### config.mk
export PLATFORM = sky130hd
export DESIGN_NAME = shram_window
export DESIGN_NICKNAME = d
export VERILOG_FILES = /design/src/rtl/shram_pkg.sv /design/src/rtl/shram_addr_ptr.sv /design/src/rtl/shram_ctrl.sv /design/src/rtl/shram_dpram.sv /design/src/rtl/shram_window.sv
export SDC_FILE = /design/constraint.sdc
export NUM_CORES = 2
export LEC_CHECK = 0
export BUFFER_PORTS_ARGS = -buffer_cell sky130_fd_sc_hd__buf_2
export CAP_MARGIN = 10
export CELL_PAD_IN_SITES_DETAIL_PLACEMENT = 0
export CELL_PAD_IN_SITES_GLOBAL_PLACEMENT = 1
export CORE_UTILIZATION = 28
export DETAILED_ROUTE_END_ITERATION = 12
export GPL_ROUTABILITY_DRIVEN = 0
export PLACE_DENSITY_LB_ADDON = 0.1
export SLEW_MARGIN = 40
export SYNTH_ARGS = -nofsm -noshare
export SYNTH_HDL_FRONTEND = slang
export SYNTH_SLANG_ARGS = --single-unit
### constraint.sdc
create_clock -name clk -period 3.6 [get_ports clk]
set_clock_uncertainty 0.2 [all_clocks]
set_input_delay 0.18 -clock clk [delete_from_list [all_inputs] [get_ports clk]]
set_output_delay 0.18 -clock clk [all_outputs]
set_load 0.02 [all_outputs]
### src/rtl/shram_pkg.sv
// Package: shared register codes and control-bit positions for the
// shared RAM window. Assumes a byte-wide host bus with a 2-bit register code.
package shram_pkg;
    localparam int WIN_ADDR_W = 16;
    localparam int BYTE_W     = 8;

    typedef enum logic [1:0] {
        REG_ADDR_LO = 2'd0,
        REG_ADDR_HI = 2'd1,
        REG_DATA    = 2'd2,
        REG_CTRL    = 2'd3
    } win_reg_e;

    localparam int CTRL_STEP_BIT = 0;
    localparam int CTRL_RUN_BIT  = 1;
endpackage

### src/rtl/shram_addr_ptr.sv
// Module: 16-bit address pointer loaded one byte at a time, with optional
// post-access increment. Assumes at most one of load_lo/load_hi/step per cycle.
module shram_addr_ptr
    import shram_pkg::*;
(
    input  logic                  clk,
    input  logic                  rst_n,
    input  logic                  load_lo,
    input  logic                  load_hi,
    input  logic                  step,
    input  logic [BYTE_W-1:0]     wbyte,
    output logic [WIN_ADDR_W-1:0] addr
);
    localparam int HALF_W = WIN_ADDR_W / 2;

    logic [WIN_ADDR_W-1:0] addr_q;
    logic [WIN_ADDR_W-1:0] addr_d;

    // Next-address selection: byte loads replace one half, step adds one.
    always_comb begin
        addr_d = addr_q;
        if (load_lo)
            addr_d[HALF_W-1:0] = wbyte;
        else if (load_hi)
            addr_d[WIN_ADDR_W-1:HALF_W] = wbyte;
        else if (step)
            addr_d = addr_q + WIN_ADDR_W'(1);
    end

    // Address register with synchronous reset to zero.
    always_ff @(posedge clk) begin
        if (!rst_n)
            addr_q <= '0;
        else
            addr_q <= addr_d;
    end

    assign addr = addr_q;

    assert_step_wraps_R4: assert property (@(posedge clk) disable iff (!rst_n)
        (step && !load_lo && !load_hi) |=> addr == $past(addr) + WIN_ADDR_W'(1));

    assert_addr_holds_R5: assert property (@(posedge clk) disable iff (!rst_n)
        (!step && !load_lo && !load_hi) |=> $stable(addr));

    assert_lo_load_R2: assert property (@(posedge clk) disable iff (!rst_n)
        load_lo |=> (addr[HALF_W-1:0] == $past(wbyte)) &&
                    (addr[WIN_ADDR_W-1:HALF_W] == $past(addr[WIN_ADDR_W-1:HALF_W])));
endmodule

### src/rtl/shram_ctrl.sv
// Module: control byte holding the step-enable and run bits.
// Assumes ctrl_wr is a one-cycle strobe. Unused bits read back as zero.
module shram_ctrl
    import shram_pkg::*;
(
    input  logic              clk,
    input  logic              rst_n,
    input  logic              ctrl_wr,
    input  logic [BYTE_W-1:0] wbyte,
    output logic              step_en,
    output logic              run,
    output logic [BYTE_W-1:0] ctrl_byte
);
    logic step_q;
    logic run_q;

    // Capture the two live control bits on a control write.
    always_ff @(posedge clk) begin
        if (!rst_n) begin
            step_q <= 1'b0;
            run_q  <= 1'b0;
        end else if (ctrl_wr) begin
            step_q <= wbyte[CTRL_STEP_BIT];
            run_q  <= wbyte[CTRL_RUN_BIT];
        end
    end

    // Assemble the readback byte with unused bits zero.
    always_comb begin
        ctrl_byte = '0;
        ctrl_byte[CTRL_STEP_BIT] = step_q;
        ctrl_byte[CTRL_RUN_BIT]  = run_q;
    end

    assign step_en = step_q;
    assign run     = run_q;

    assert_run_tracks_write_R7: assert property (@(posedge clk) disable iff (!rst_n)
        ctrl_wr |=> run == $past(wbyte[CTRL_RUN_BIT]));

    assert_run_holds_R7: assert property (@(posedge clk) disable iff (!rst_n)
        !ctrl_wr |=> $stable(run) && $stable(step_en));
endmodule

### src/rtl/shram_dpram.sv
// Module: two-port byte RAM. The host port has a read register, and the
// coprocessor port reads every cycle. Same-entry writes: the host wins.
// Assumes the host reads and writes in different cycles.
module shram_dpram
    import shram_pkg::*;
#(
    parameter int RAM_AW = 8
) (
    input  logic              clk,
    input  logic              rst_n,
    input  logic              h_we,
    input  logic              h_re,
    input  logic [RAM_AW-1:0] h_idx,
    input  logic [BYTE_W-1:0] h_wdata,
    output logic [BYTE_W-1:0] h_rdata,
    input  logic              cp_we,
    input  logic [RAM_AW-1:0] cp_idx,
    input  logic [BYTE_W-1:0] cp_wdata,
    output logic [BYTE_W-1:0] cp_rdata
);
    localparam int DEPTH = 1 << RAM_AW;

    logic [BYTE_W-1:0] mem [DEPTH];
    logic [BYTE_W-1:0] h_rd_q;
    logic [BYTE_W-1:0] cp_rd_q;
    logic              cp_blocked;

    // Coprocessor write is dropped when the host writes the same entry.
    assign cp_blocked = h_we && (h_idx == cp_idx);

    // Array update for both write ports.
    always_ff @(posedge clk) begin
        if (cp_we && !cp_blocked)
            mem[cp_idx] <= cp_wdata;
        if (h_we)
            mem[h_idx] <= h_wdata;
    end

    // Host read register, loaded only on a host read.
    always_ff @(posedge clk) begin
        if (!rst_n)
            h_rd_q <= '0;
        else if (h_re)
            h_rd_q <= mem[h_idx];
    end

    // Coprocessor read register, loaded every cycle.
    always_ff @(posedge clk) begin
        cp_rd_q <= mem[cp_idx];
    end

    assign h_rdata  = h_rd_q;
    assign cp_rdata = cp_rd_q;

    assert_host_wins_R9: assert property (@(posedge clk) disable iff (!rst_n)
        (h_we && cp_we && h_idx == cp_idx) |=> mem[$past(h_idx)] == $past(h_wdata));

    assert_cp_lands_R8: assert property (@(posedge clk) disable iff (!rst_n)
        (cp_we && !(h_we && h_idx == cp_idx)) |=> mem[$past(cp_idx)] == $past(cp_wdata));

    assert_host_lands_R3: assert property (@(posedge clk) disable iff (!rst_n)
        h_we |=> mem[$past(h_idx)] == $past(h_wdata));
endmodule

### src/rtl/shram_window.sv
// Module: host register window onto a shared byte RAM, with a byte-loaded
// 16-bit address, an auto-stepping data port, a control byte with run/step
// bits, and a separate coprocessor RAM port.
// Assumes host_req is a one-cycle strobe per access and RAM_AW <= 16.
module shram_window
    import shram_pkg::*;
#(
    parameter int RAM_AW = 8
) (
    input  logic              clk,
    input  logic              rst_n,
    input  logic              host_req,
    input  logic              host_we,
    input  logic [1:0]        host_reg,
    input  logic [7:0]        host_wdata,
    output logic [7:0]        host_rdata,
    output logic              cpu_run,
    input  logic              cp_we,
    input  logic [RAM_AW-1:0] cp_addr,
    input  logic [7:0]        cp_wdata,
    output logic [7:0]        cp_rdata
);
    localparam int HALF_W = WIN_ADDR_W / 2;

    win_reg_e              reg_sel;
    logic                  data_acc;
    logic                  load_lo;
    logic                  load_hi;
    logic                  ctrl_wr;
    logic                  step_en;
    logic [WIN_ADDR_W-1:0] addr;
    logic [BYTE_W-1:0]     ctrl_byte;
    logic [BYTE_W-1:0]     ram_rdata;
    logic [BYTE_W-1:0]     reg_view;
    logic [BYTE_W-1:0]     hold_q;
    logic                  from_ram_q;

    // Decode the host strobe into per-register actions.
    always_comb begin
        reg_sel  = win_reg_e'(host_reg);
        data_acc = host_req && (reg_sel == REG_DATA);
        load_lo  = host_req && host_we && (reg_sel == REG_ADDR_LO);
        load_hi  = host_req && host_we && (reg_sel == REG_ADDR_HI);
        ctrl_wr  = host_req && host_we && (reg_sel == REG_CTRL);
    end

    shram_addr_ptr u_addr (
        .clk     (clk),
        .rst_n   (rst_n),
        .load_lo (load_lo),
        .load_hi (load_hi),
        .step    (data_acc && step_en),
        .wbyte   (host_wdata),
        .addr    (addr)
    );

    shram_ctrl u_ctrl (
        .clk       (clk),
        .rst_n     (rst_n),
        .ctrl_wr   (ctrl_wr),
        .wbyte     (host_wdata),
        .step_en   (step_en),
        .run       (cpu_run),
        .ctrl_byte (ctrl_byte)
    );

    shram_dpram #(.RAM_AW(RAM_AW)) u_ram (
        .clk      (clk),
        .rst_n    (rst_n),
        .h_we     (data_acc && host_we),
        .h_re     (data_acc && !host_we),
        .h_idx    (addr[RAM_AW-1:0]),
        .h_wdata  (host_wdata),
        .h_rdata  (ram_rdata),
        .cp_we    (cp_we),
        .cp_idx   (cp_addr),
        .cp_wdata (cp_wdata),
        .cp_rdata (cp_rdata)
    );

    // Value of a non-data register, as seen by a host read.
    always_comb begin
        case (reg_sel)
            REG_ADDR_LO: reg_view = addr[HALF_W-1:0];
            REG_ADDR_HI: reg_view = addr[WIN_ADDR_W-1:HALF_W];
            REG_CTRL:    reg_view = ctrl_byte;
            default:     reg_view = '0;
        endcase
    end

    // Capture register reads and remember which source the last read used.
    always_ff @(posedge clk) begin
        if (!rst_n) begin
            hold_q     <= '0;
            from_ram_q <= 1'b0;
        end else if (host_req && !host_we) begin
            from_ram_q <= (reg_sel == REG_DATA);
            if (reg_sel != REG_DATA)
                hold_q <= reg_view;
        end
    end

    assign host_rdata = from_ram_q ? ram_rdata : hold_q;

    assert_rdata_holds_R6: assert property (@(posedge clk) disable iff (!rst_n)
        !(host_req && !host_we) |=> $stable(host_rdata));

    assert_single_decode_R2: assert property (@(posedge clk) disable iff (!rst_n)
        $countones({data_acc, load_lo, load_hi, ctrl_wr}) <= 1);
endmodule

==> summary.md <==
| Metric | Value |
|---|---|
| Fraction of layout instances using a drive strength above 1 | 57.8% |
| Chip Width | 669 microns |
| Routed length on met3 | 40.9 mm |
| Layout net count | 8528 |
| CTS clock-pin slew for the worst setup and hold paths | 0.06 ns |
| Slew at the pin with the worst max-slew slack | 0.994 ns |
| Largest net degree at the start of global routing | 78 |
| Classification of the worst-slack hold path | in2reg |
| DRC marker count from the first detailed-route iteration | 10200 |
| Number of enable flip-flop cells after synthesis | 2048 |
| Unrepaired setup endpoints after global routing | false |
| Overflow left after global routing | 0 |
| Clock tree from TritonCTS | yes |
| Fin util | 34.0% |
| Final standard cell count with taps included and fillers excluded | 14600 |
| Max layer used | met5 |
| Largest fanout of any net on the critical path | 19 |
| Via count of the first global-routing pass | 84900 |
| Seq. cell area | 62400 sq um |
| Deepest clock path buffer count | 4 |
| Unique cell type count in the Yosys netlist | 62 |
| Routed wire length | 604 mm |
| Fraction of synthesis flops using an asynchronous set or reset pin | 0% |
| Core area | 442000 sq um |
| Required arrival time at the worst endpoint | 4.20 ns |
| Power density over cell area | 410 nW/um^2 |
| Dominant cell type by area after synthesis | edfxtp_1 |
| Final hold viol count | 0 |
| Root Driver | clkbuf_16 |
| Drc violations | 0 |
| YS warnings | 0 |
| Count of clock tree sinks | 2091 |
| Number of maximum-capacitance constraint violations | 0 |
| Wire length of the first global-routing pass | 805 mm |
| Num rows | 244 |
| Detailed route wirelength on metal2 | 279 mm |
| Count of TritonRoute iterations in the first routing pass | 7 |
| Cells after DPL | 14100 |
| Highest clock rate | 275 MHz |
| Gate count after technology mapping | 7802 |
| Post-synth design cell area | 124000 sq um |
| # fillers | 42700 |
| Number of vias in the routed layout | 85400 |
| Met1 wire length | 256 mm |
| Residual antenna-violating net count after detailed routing | 0 |
| Height of the die | 669 microns |
| Max-slew violation count | 0 |
| Initial standard-cell utilization of the core | 28.2% |
| Leakage | 47.9 nW |
| Most frequent cells in the layout | 2068 x mux2_2, 2048 x edfxtp_1, 1138 x mux4_2 |
| Relative area change from synthesis to final layout | 20.9% |
| Category of the critical setup timing path | reg2reg |
| Nature of the critical path startpoint | flop |
| Fraction of the cycle the final worst path needs | 101% |
| Post-synthesis sequential area ratio | 50.1% |
| Total track usage | 26.4% |
| Clock latency of the later-clocked register in the worst-skew pair | 0.95 ns |
| Initial antenna violation count | 71 |
| Primary flip-flop cell chosen by synthesis mapping | edfxtp_1 |
| Clock period minus worst slack | 3.64 ns |
| Top cell type's share of synthesized area | 49.4% |
| Post-DR wirelength/cell | 41.2 microns |
| Number of buffers inserted during clock tree synthesis | 282 |
| Setup slack of the critical path after layout | -0.0357 ns |
| Die area | 447000 sq um |
| Number of buffer cells added on primary ports | 47 |
| Top cells by area in the synthesized netlist | edfxtp_1 49%, mux4_2 21%, mux2_2 19%, clkbuf_1 2.1%, mux2i_1 0.97% |
| Violated checks | negative setup slack |
| Result of the run | finished, violations left |
| Rel. slew slack | 33.8% |
| Worst EP arrival | 4.23 ns |
| Syn_nets | 7837 |
| Crit path capture type | flop |
| Peak supply drop | 0.000373 V |
| Flops & latches, synth | 2091 |
| Vias per cell | 5.83 |
| Syn avg cell area | 16.0 sq um |
| Final-report setup violation count | 2 |
| I/O pins | 48 |
| H-Tree Depth | 5 |
| Combined area of the multi-input logic cells | 58600 sq um |
| Most common cell after layout, fill and taps aside | mux2_2 |
| Hpwl dp | 430 mm |
stage by stage:
step	instance area [sq um]	setup slack [ns]	total power [W]	hold WS [ns]	TNS, ns
final	150000	-0.0357	0.0617	0.0796	-0.0573
after global placement	141000	-0.653	0.0343	0.276	-11.95
after detailed placement	141000	-0.490	0.0343	0.282	-3.57
after CTS	150000	0.00533	0.0622	0.00493	0
after global routing	150000	0.00740	0.0631	0.0450	0
after floorplan	124000	0.139	0.0310	0.253	0
critical path: stages (launching register included):
cell,delay [ns]
dfxtp_4,0.63
buf_12,0.24
buf_12,0.20
mux4_2,0.31
o22ai_1,0.46
o21ai_0,0.43
a41o_1,0.45
o311ai_1,0.12
buf_4,0.23
a41oi_1,0.12
synthesized netlist by cell type (7+ instances only):
cell	instances
a211o_1	7
a211oi_1	29
a21oi_1	60
a221oi_1	8
a22o_1	18
a22oi_1	109
a31oi_1	21
a32oi_1	9
a41oi_1	12
and2_1	14
and3_1	16
buf_1	43
buf_2	131
buf_4	52
buf_6	16
clkbuf_1	691
dfxtp_1	43
edfxtp_1	2048
inv_1	11
mux2_2	2068
mux2i_1	121
mux4_2	1138
nand2_1	268
nand2_2	20
nand2b_1	10
nand3_1	109
nand4_1	28
nor2_1	199
nor2b_1	24
nor3_1	19
nor3_2	9
o21ai_0	177
o21bai_1	15
o221ai_1	9
o22ai_1	162
xnor2_1	13
xor2_1	8
sequential cells by signal, indices dropped and copies added (netlist names):
| signal | count |
|---|---|
| from_ram_q | 1 |
| u_ram.cp_rdata | 8 |
| u_ram.h_rdata | 8 |
| hold_q | 8 |
| u_ctrl.step_en | 1 |
| u_addr.addr | 16 |
| u_ram.mem | 2048 |
| u_ctrl.run | 1 |
area by class of cell:
type                            instances  share of cell area (%)
Multi-Input combinational cell       4765                    38.9
Timing Repair Buffer                 1340                    8.79
Inverter                               13                  0.0333
Clock buffer                          373                    5.10
Tap cell                             5904                    4.91
Sequential cell                      2091                    41.5
Clock inverter                        122                   0.697
Antenna cell                           38                  0.0632
power breakdown:
part	switching, W	internal (W)	total (W)
Sequential	0.000126	0.0268	0.0269
Clock	0.0118	0.0160	0.0278
Combinational	0.00412	0.00289	0.00702
final timing paths:
path,cells after the start,endpoint,slack (ns),from
max reg2reg,9,u_ram.h_rdata[0],-0.04,u_addr.addr[3]
min,5,u_ctrl.run,0.08,host_we
max,9,u_ram.h_rdata[0],-0.04,u_addr.addr[3]
min reg2reg,2,hold_q[3],0.29,hold_q[3]
per-layer routing:
layer	GRT usage (%)	up-vias
met1	35.8	46900
li1	-	33500
met2	42.0	4035
met5	0.174	-
met4	10.6	12
met3	4.36	852
cells by family (layout without fill, tap and decap cells):
| kind of cell | count (synthesis) | in the layout | synth area share [%] |
|---|---|---|---|
| mux | 3327 | 3327 | 40.3 |
| flops | 2091 | 2091 | 50.1 |
| buf+inv | 946 | 1848 | 3.24 |
| simple gates | 740 | 740 | 2.70 |
| compound gates | 673 | 673 | 3.51 |
| xor+xnor | 21 | 21 | 0.148 |
| fa+ha+maj | 4 | 4 | 0.0402 |
| other cells | 0 | 38 | 0 |
timing repair:
action                     4_1_cts  5_1_grt
buffers inserted                 7        0
setup endpoints to repair        3        6
hold buffers                    33        0
gates resized for setup          5        9
hold endpoints to repair      1133        0
pin swaps                        0        0
Note: power is estimated with default switching activity, not from simulation.
